[src/rtl/fsrs_pkg.sv]
package fsrs_pkg;

    typedef enum logic [2:0] {
        ST_ADDR  = 3'd0,
        ST_CMD   = 3'd1,
        ST_WRITE = 3'd2,
        ST_READ  = 3'd3,
        ST_DRAIN = 3'd4
    } fsm_state_t;

endpackage

[src/rtl/fsrs_rx_shift.sv]
module fsrs_rx_shift #(
    parameter int DATA_W = 8
) (
    input  logic              clk,
    input  logic              rst_n,
    input  logic              flush,
    input  logic              frame,
    input  logic              bit_in,
    input  logic              msb_first,
    output logic              done,
    output logic [DATA_W-1:0] data
);
    localparam int CW = $clog2(DATA_W);

    logic              active;
    logic [CW-1:0]     cnt;
    logic [DATA_W-1:0] sh;
    logic [DATA_W-1:0] sh_next;

    always_comb begin
        if (msb_first) begin
            sh_next = {sh[DATA_W-2:0], bit_in};
        end else begin
            sh_next = {bit_in, sh[DATA_W-1:1]};
        end
    end

    always_ff @(posedge clk or negedge rst_n) begin
        if (!rst_n) begin
            active <= 1'b0;
            cnt    <= '0;
            sh     <= '0;
            done   <= 1'b0;
            data   <= '0;
        end else if (flush) begin
            active <= 1'b0;
            cnt    <= '0;
            done   <= 1'b0;
        end else begin
            done <= 1'b0;
            if (frame) begin
                active <= 1'b1;
                cnt    <= '0;
            end else if (active) begin
                sh  <= sh_next;
                cnt <= cnt + 1'b1;
                if (cnt == CW'(DATA_W-1)) begin
                    active <= 1'b0;
                    done   <= 1'b1;
                    data   <= sh_next;
                end
            end
        end
    end

    // a finished byte is only reported after a bit-collection cycle
    assert_done_after_bits_R2: assert property (@(posedge clk) disable iff (!rst_n)
        done |-> $past(active) && !$past(frame));

    // flush clears collection and reporting
    assert_flush_clears_R8: assert property (@(posedge clk) disable iff (!rst_n)
        flush |=> !active && !done);

endmodule

[src/rtl/fsrs_tx_shift.sv]
module fsrs_tx_shift #(
    parameter int DATA_W = 8
) (
    input  logic              clk,
    input  logic              rst_n,
    input  logic              flush,
    input  logic              load,
    input  logic [DATA_W-1:0] load_data,
    input  logic              msb_first,
    output logic              sdo,
    output logic              oe
);
    localparam int CW = $clog2(DATA_W + 1);
    localparam int IW = $clog2(DATA_W);

    logic [DATA_W-1:0] sh;
    logic [CW-1:0]     cnt;
    logic [IW-1:0]     next_idx;
    logic [IW-1:0]     first_idx;

    always_comb begin
        first_idx = msb_first ? IW'(DATA_W-1) : '0;
        next_idx  = msb_first ? (IW'(DATA_W-1) - cnt[IW-1:0]) : cnt[IW-1:0];
    end

    always_ff @(posedge clk or negedge rst_n) begin
        if (!rst_n) begin
            sh  <= '0;
            cnt <= '0;
            sdo <= 1'b0;
            oe  <= 1'b0;
        end else if (flush) begin
            cnt <= '0;
            sdo <= 1'b0;
            oe  <= 1'b0;
        end else if (load) begin
            sh  <= load_data;
            sdo <= load_data[first_idx];
            oe  <= 1'b1;
            cnt <= CW'(1);
        end else if (oe) begin
            if (cnt == CW'(DATA_W)) begin
                oe  <= 1'b0;
                sdo <= 1'b0;
                cnt <= '0;
            end else begin
                sdo <= sh[next_idx];
                cnt <= cnt + 1'b1;
            end
        end
    end

    // the output window only opens on a load
    assert_oe_opens_on_load_R5: assert property (@(posedge clk) disable iff (!rst_n)
        $rose(oe) |-> $past(load));

    // the line is quiet while the driver is disabled
    assert_quiet_when_off_R6: assert property (@(posedge clk) disable iff (!rst_n)
        !oe |-> !sdo);

endmodule

[src/rtl/fsrs_regfile.sv]
module fsrs_regfile #(
    parameter int ADDR_W = 7,
    parameter int DATA_W = 8
) (
    input  logic              clk,
    input  logic              rst_n,
    input  logic              we,
    input  logic [ADDR_W-1:0] waddr,
    input  logic [DATA_W-1:0] wdata,
    input  logic [ADDR_W-1:0] raddr,
    output logic [DATA_W-1:0] rdata
);
    localparam int DEPTH = 1 << ADDR_W;

    logic [DATA_W-1:0] regs [DEPTH];

    always_ff @(posedge clk or negedge rst_n) begin
        if (!rst_n) begin
            for (int i = 0; i < DEPTH; i++) begin
                regs[i] <= '0;
            end
        end else if (we) begin
            regs[waddr] <= wdata;
        end
    end

    assign rdata = regs[raddr];

    // a written location holds the written byte afterwards
    assert_write_lands_R4: assert property (@(posedge clk) disable iff (!rst_n)
        we |=> regs[$past(waddr)] == $past(wdata));

endmodule

[src/rtl/fsrs_slave.sv]
module fsrs_slave
    import fsrs_pkg::*;
#(
    parameter int DATA_W = 8,
    parameter int ADDR_W = DATA_W - 1
) (
    input  logic clk,
    input  logic rst_n,
    input  logic cs_n,
    input  logic order_sel,
    input  logic sdi,
    input  logic rx_frame,
    input  logic tx_frame,
    output logic sdo,
    output logic sdo_oe,
    output logic busy
);
    localparam int CNT_W = DATA_W - 1;

    fsm_state_t        state_q, state_d;
    logic [ADDR_W-1:0] addr_q, addr_d;
    logic [CNT_W-1:0]  cnt_q, cnt_d;
    logic              rx_done;
    logic [DATA_W-1:0] rx_data;
    logic [DATA_W-1:0] rd_data;
    logic              wr_en;
    logic              tx_load;

    function automatic logic [ADDR_W-1:0] step_addr(input logic [ADDR_W-1:0] a,
                                                    input logic down);
        return down ? (a - 1'b1) : (a + 1'b1);
    endfunction

    fsrs_rx_shift #(.DATA_W(DATA_W)) rx_i (
        .clk       (clk),
        .rst_n     (rst_n),
        .flush     (cs_n),
        .frame     (rx_frame),
        .bit_in    (sdi),
        .msb_first (order_sel),
        .done      (rx_done),
        .data      (rx_data)
    );

    fsrs_regfile #(.ADDR_W(ADDR_W), .DATA_W(DATA_W)) rf_i (
        .clk   (clk),
        .rst_n (rst_n),
        .we    (wr_en),
        .waddr (addr_q),
        .wdata (rx_data),
        .raddr (addr_q),
        .rdata (rd_data)
    );

    fsrs_tx_shift #(.DATA_W(DATA_W)) tx_i (
        .clk       (clk),
        .rst_n     (rst_n),
        .flush     (cs_n),
        .load      (tx_load),
        .load_data (rd_data),
        .msb_first (order_sel),
        .sdo       (sdo),
        .oe        (sdo_oe)
    );

    // Next-state and datapath control
    always_comb begin
        state_d = state_q;
        addr_d  = addr_q;
        cnt_d   = cnt_q;
        wr_en   = 1'b0;
        tx_load = 1'b0;
        unique case (state_q)
            ST_ADDR: begin
                if (rx_done) begin
                    addr_d  = rx_data[ADDR_W-1:0];
                    state_d = ST_CMD;
                end
            end
            ST_CMD: begin
                if (rx_done) begin
                    cnt_d = rx_data[CNT_W-1:0];
                    if (rx_data[CNT_W-1:0] == '0) begin
                        state_d = ST_ADDR;
                    end else if (rx_data[DATA_W-1]) begin
                        state_d = ST_READ;
                    end else begin
                        state_d = ST_WRITE;
                    end
                end
            end
            ST_WRITE: begin
                if (rx_done) begin
                    wr_en  = 1'b1;
                    addr_d = step_addr(addr_q, order_sel);
                    cnt_d  = cnt_q - 1'b1;
                    if (cnt_q == CNT_W'(1)) begin
                        state_d = ST_ADDR;
                    end
                end
            end
            ST_READ: begin
                if (tx_frame) begin
                    tx_load = 1'b1;
                    addr_d  = step_addr(addr_q, order_sel);
                    cnt_d   = cnt_q - 1'b1;
                    if (cnt_q == CNT_W'(1)) begin
                        state_d = ST_DRAIN;
                    end
                end
            end
            ST_DRAIN: begin
                if (!sdo_oe) begin
                    state_d = ST_ADDR;
                end
            end
            default: begin
                state_d = ST_ADDR;
            end
        endcase
        if (cs_n) begin
            state_d = ST_ADDR;
            wr_en   = 1'b0;
            tx_load = 1'b0;
        end
    end

    // State register
    always_ff @(posedge clk or negedge rst_n) begin
        if (!rst_n) begin
            state_q <= ST_ADDR;
            addr_q  <= '0;
            cnt_q   <= '0;
        end else begin
            state_q <= state_d;
            addr_q  <= addr_d;
            cnt_q   <= cnt_d;
        end
    end

    // Outputs
    always_comb begin
        busy = (state_q == ST_WRITE) || (state_q == ST_READ) || (state_q == ST_DRAIN);
    end

    // deselect aborts everything
    assert_cs_abort_R8: assert property (@(posedge clk) disable iff (!rst_n)
        cs_n |=> (state_q == ST_ADDR) && !sdo_oe);

    // a zero count closes the transaction
    assert_zero_count_R7: assert property (@(posedge clk) disable iff (!rst_n)
        (state_q == ST_CMD && rx_done && !cs_n && rx_data[CNT_W-1:0] == '0)
        |=> (state_q == ST_ADDR) && !busy);

    // the driver is only enabled in a read burst
    assert_oe_in_read_R6: assert property (@(posedge clk) disable iff (!rst_n)
        sdo_oe |-> (state_q == ST_READ) || (state_q == ST_DRAIN));

    // the burst address steps once per stored byte
    assert_addr_step_R4: assert property (@(posedge clk) disable iff (!rst_n)
        (state_q == ST_WRITE && rx_done && !cs_n)
        |=> addr_q == ($past(order_sel) ? $past(addr_q) - 1'b1 : $past(addr_q) + 1'b1));

    // busy drops only at the last write byte or after draining
    assert_busy_end_R10: assert property (@(posedge clk) disable iff (!rst_n)
        $fell(busy) |-> $past(cs_n) || $past(state_q == ST_DRAIN && !sdo_oe)
                        || $past(state_q == ST_WRITE && rx_done && cnt_q == CNT_W'(1)));

endmodule

[config.mk]
export PLATFORM = sky130hd
export DESIGN_NAME = fsrs_slave
export DESIGN_NICKNAME = d
export VERILOG_FILES = /design/src/rtl/fsrs_pkg.sv /design/src/rtl/fsrs_rx_shift.sv /design/src/rtl/fsrs_tx_shift.sv /design/src/rtl/fsrs_regfile.sv /design/src/rtl/fsrs_slave.sv
export SDC_FILE = /design/constraint.sdc
export NUM_CORES = 2
export LEC_CHECK = 0
export ABC_AREA = 1
export BUFFER_PORTS_ARGS = -buffer_cell sky130_fd_sc_hd__buf_2
export CORE_MARGIN = 4
export CORE_UTILIZATION = 45
export DETAILED_ROUTE_END_ITERATION = 8
export SLEW_MARGIN = 20
export SYNTH_ARGS = -nofsm -noshare
export SYNTH_HDL_FRONTEND = slang
export SYNTH_HIERARCHICAL = 1
export SYNTH_SLANG_ARGS = --single-unit
[constraint.sdc]
create_clock -name clk -period 2.8 [get_ports clk]
set_input_delay 0.56 -clock clk [delete_from_list [all_inputs] [get_ports clk]]
set_output_delay 0.56 -clock clk [all_outputs]
set_load 0.02 [all_outputs]
==> impl_metrics.tcl <==
set metrics [dict create \
    path_delay_family "simple AND/OR/NAND/NOR gates" \
    synth_nets 6300 \
    root_buffer "clkbuf_16" \
    areaGrowthSynthToFinish_pct 12.62 \
    coreArea_sq_mm 0.1105 \
    post-synth-top-count-cell "nand2_1" \
    yosys.area.top_type_share 0.5383 \
    synth.area.top_cells "dfrtp_1 54%, nand2_1 18%, nand3_1 9.6%, o21ai_0 8.4%, clkbuf_1 2.5%" \
    cts_tree "yes" \
    worstReg2RegStart "addr_q[1]" \
    synth_area_sq_mm 0.05002 \
    nets 6162 \
    initial_core_util 0.4526 \
    h-tree-depth 3 \
    worst_slew_pin_slew_ns 0.7670 \
    synth_flop_cell "dfrtp_1" \
    layout_setup_ws_ns 0.1294 \
    grt_max_degree 130 \
    fmax_mhz 374.5 \
    die-area_sq_mm 0.1166 \
    cellLeakagePower_uw 0.02516 \
    layout-drive-gt1-share 0.08550 \
    setup_violations 0 \
    die-height_um 341.4 \
    synth_edf_count 0 \
    ir_worst_vdd_uv 489.2 \
    grt_pass1_vias 40590 \
    syn_inst 6281 \
    post_cts_buffers 0 \
    slowest_delay_ns 0.55 \
    clk_path_buf_depth 3 \
    cp-start-kind "flip-flop" \
    io_buffers 9 \
    synth_area_leader_cell "dfrtp_1" \
    fill_cells 10710 \
    finalInstanceArea_sq_mm 0.05633 \
    die_w_um 341.4 \
    wl_per_cell_um 19.66 \
    cts.clk_slew.worst_paths_ns 0.06 \
    vias 42640 \
    cts.sinks 1076 \
    setup-tns-final_ns 0 \
    syn-mean-instance-area_sq_um 7.964 \
    holdCritPathClass "primary input to flip-flop" \
    postRouteAntennaNets 0 \
    drtIter0Drc 4436 \
    track_usage 0.2609 \
    cts_inserted_buffers 118 \
    critical_path_arrival_ns 3.25 \
    antenna_cells 0 \
    min_period_ns 2.671 \
    drc 0 \
    ys_top_cells_by_count "2,359 x nand2_1, 1,076 x dfrtp_1, 959 x nand3_1, 843 x o21ai_0, 339 x clkbuf_1" \
    utilization 0.5097 \
    ys_seq_elements 1076 \
    via_per_inst 5.521 \
    cp_common_cell "nand2_1" \
    rsz0062_at_grt "yes" \
    placed_area_sq_mm 0.05235 \
    insertion_delay_ns 0.70 \
    worstHoldStart "rx_frame" \
    pre_cts_ws_ns 0.1765 \
    gp_congestion 0.8983 \
    crit_chain "inv_8, buf_12, buf_4, nand3_1, nand3_1, nand3_1, nand2_1, nand2_1, nand3_1, nand2_1, nand2_1, nand2_1, nand2_1, nand2_1" \
    crit_path_end_kind "flip-flop" \
    async_reset_ff_frac 1.000 \
    whs_ns 0.1556 \
    drt_first_pass_iters 6 \
    ys_types 36 \
    crit_buf_inv 3 \
    slew_headroom 0.4887 \
    crit_start "addr_q[1]" \
    hpwl_um 94390 \
    powerDensity_mw_per_mm2 585.1 \
    hold_violations 0 \
    wl_um 151900 \
    overflow 0 \
    path_max_fanout 45 \
    drv_slew 0 \
    critPathRequiredTime_ns 3.38 \
    yosys_warnings 6 \
    status "finished clean" \
    rows 122 \
    skew_ns 0.02412 \
    crit_type "flip-flop to flip-flop" \
    critPathSlowestCell "dfrtp_4" \
    fin_crit_sh 0.9538 \
    cap_violations 0 \
    grt_pass1_wl_um 241700 \
    antenna_found_initial 0 \
    ys_seq_area_frac 0.5383 \
    pin_count 10 \
]
## worst paths after layout
check,endpoint,slack [ns],cells past startpoint
worst max-delay path,tx_i/sh[4],0.13,14
worst min-delay path,rx_i/active,0.16,3
worst max register to register,tx_i/sh[4],0.13,14
worst min register to register,rf_i/regs[994],0.48,2
max in group asynchronous,rf_i/regs[107],1.39,4
min in group asynchronous,rf_i/regs[321],0.36,2
## cell usage in the layout, fill, tap and decap left out, drive strengths merged, types with 2 or more instances in the layout
| cell | count |
|---|---|
| a21oi | 114 |
| clkinv | 25 |
| dfrtp | 1076 |
| nand2 | 2411 |
| clkbuf | 174 |
| nor2 | 160 |
| nand3 | 961 |
| inv | 85 |
| nand4 | 4 |
| buf | 208 |
| o21ai | 955 |
| ha | 11 |
| clkinvlp | 3 |
| xnor2 | 3 |
| nor3 | 18 |
| nor4 | 6 |
| xor2 | 4 |
| bufinv | 8 |
| or2 | 2 |
## worst min-delay path: stages
cell    delay [ns]
buf_2         0.12
nor2_1        0.05
nor2_1        0.07
## per-layer routing
metal	global-route usage	up-vias	wire [um]
met5	0	-	0
met4	0.08771	0	5165
met3	0.03609	263	9851
met2	0.4048	1466	68160
met1	0.3785	20550	68670
li1	-	20360	-
## cells by family after synthesis
kind of cell,share of synthesized area
and+or+nand+nor,0.3035
DFF,0.5383
AOI/OAI and AO/OA,0.1078
buffers and inverters,0.04603
adders and majority gates,0.003152
xor gates and xnor gates,0.001226
## state kept, by name, indices dropped and copies added, names as in the netlist, 3 cells and up
register	cells
rx_i/cnt	3
rx_i/sh	8
tx_i/sh	8
rx_i/data	8
tx_i/cnt	4
cnt_q	7
rf_i/regs	1024
state_q	3
addr_q	7
## power by group
group | internal (uW) | total [uW] | switching (uW)
clock | 9340 | 15700 | 6390
sequential | 15600 | 15600 | 32.5
combinational | 414 | 1610 | 1200
## area by class of cell
type | count | area (sq um) | area share
flip-flops and latches | 1076 | 26940 | 0.4782
multi-input cells | 4654 | 20820 | 0.3696
clock buffers | 174 | 3507 | 0.06226
repair buffers | 209 | 2389 | 0.04240
well taps | 1488 | 1862 | 0.03305
clock inverters | 37 | 430.4 | 0.007641
inverters | 84 | 382.9 | 0.006797
## metrics by stage
step,cells,power [uW]
3_3_place_gp,7510,17510
2_1_floorplan,6281,16640
6_report,7722,32960
5_1_grt,7722,34080
3_5_place_dp,7510,17510
4_1_cts,7722,33290
## timing repair
action                                 CTS  global route
setup endpoints to repair                0            35
gates resized for setup                  0            13
hold buffers                             1             0
endpoints found under the hold margin   12             0
(Power assumes the default switching activity.)
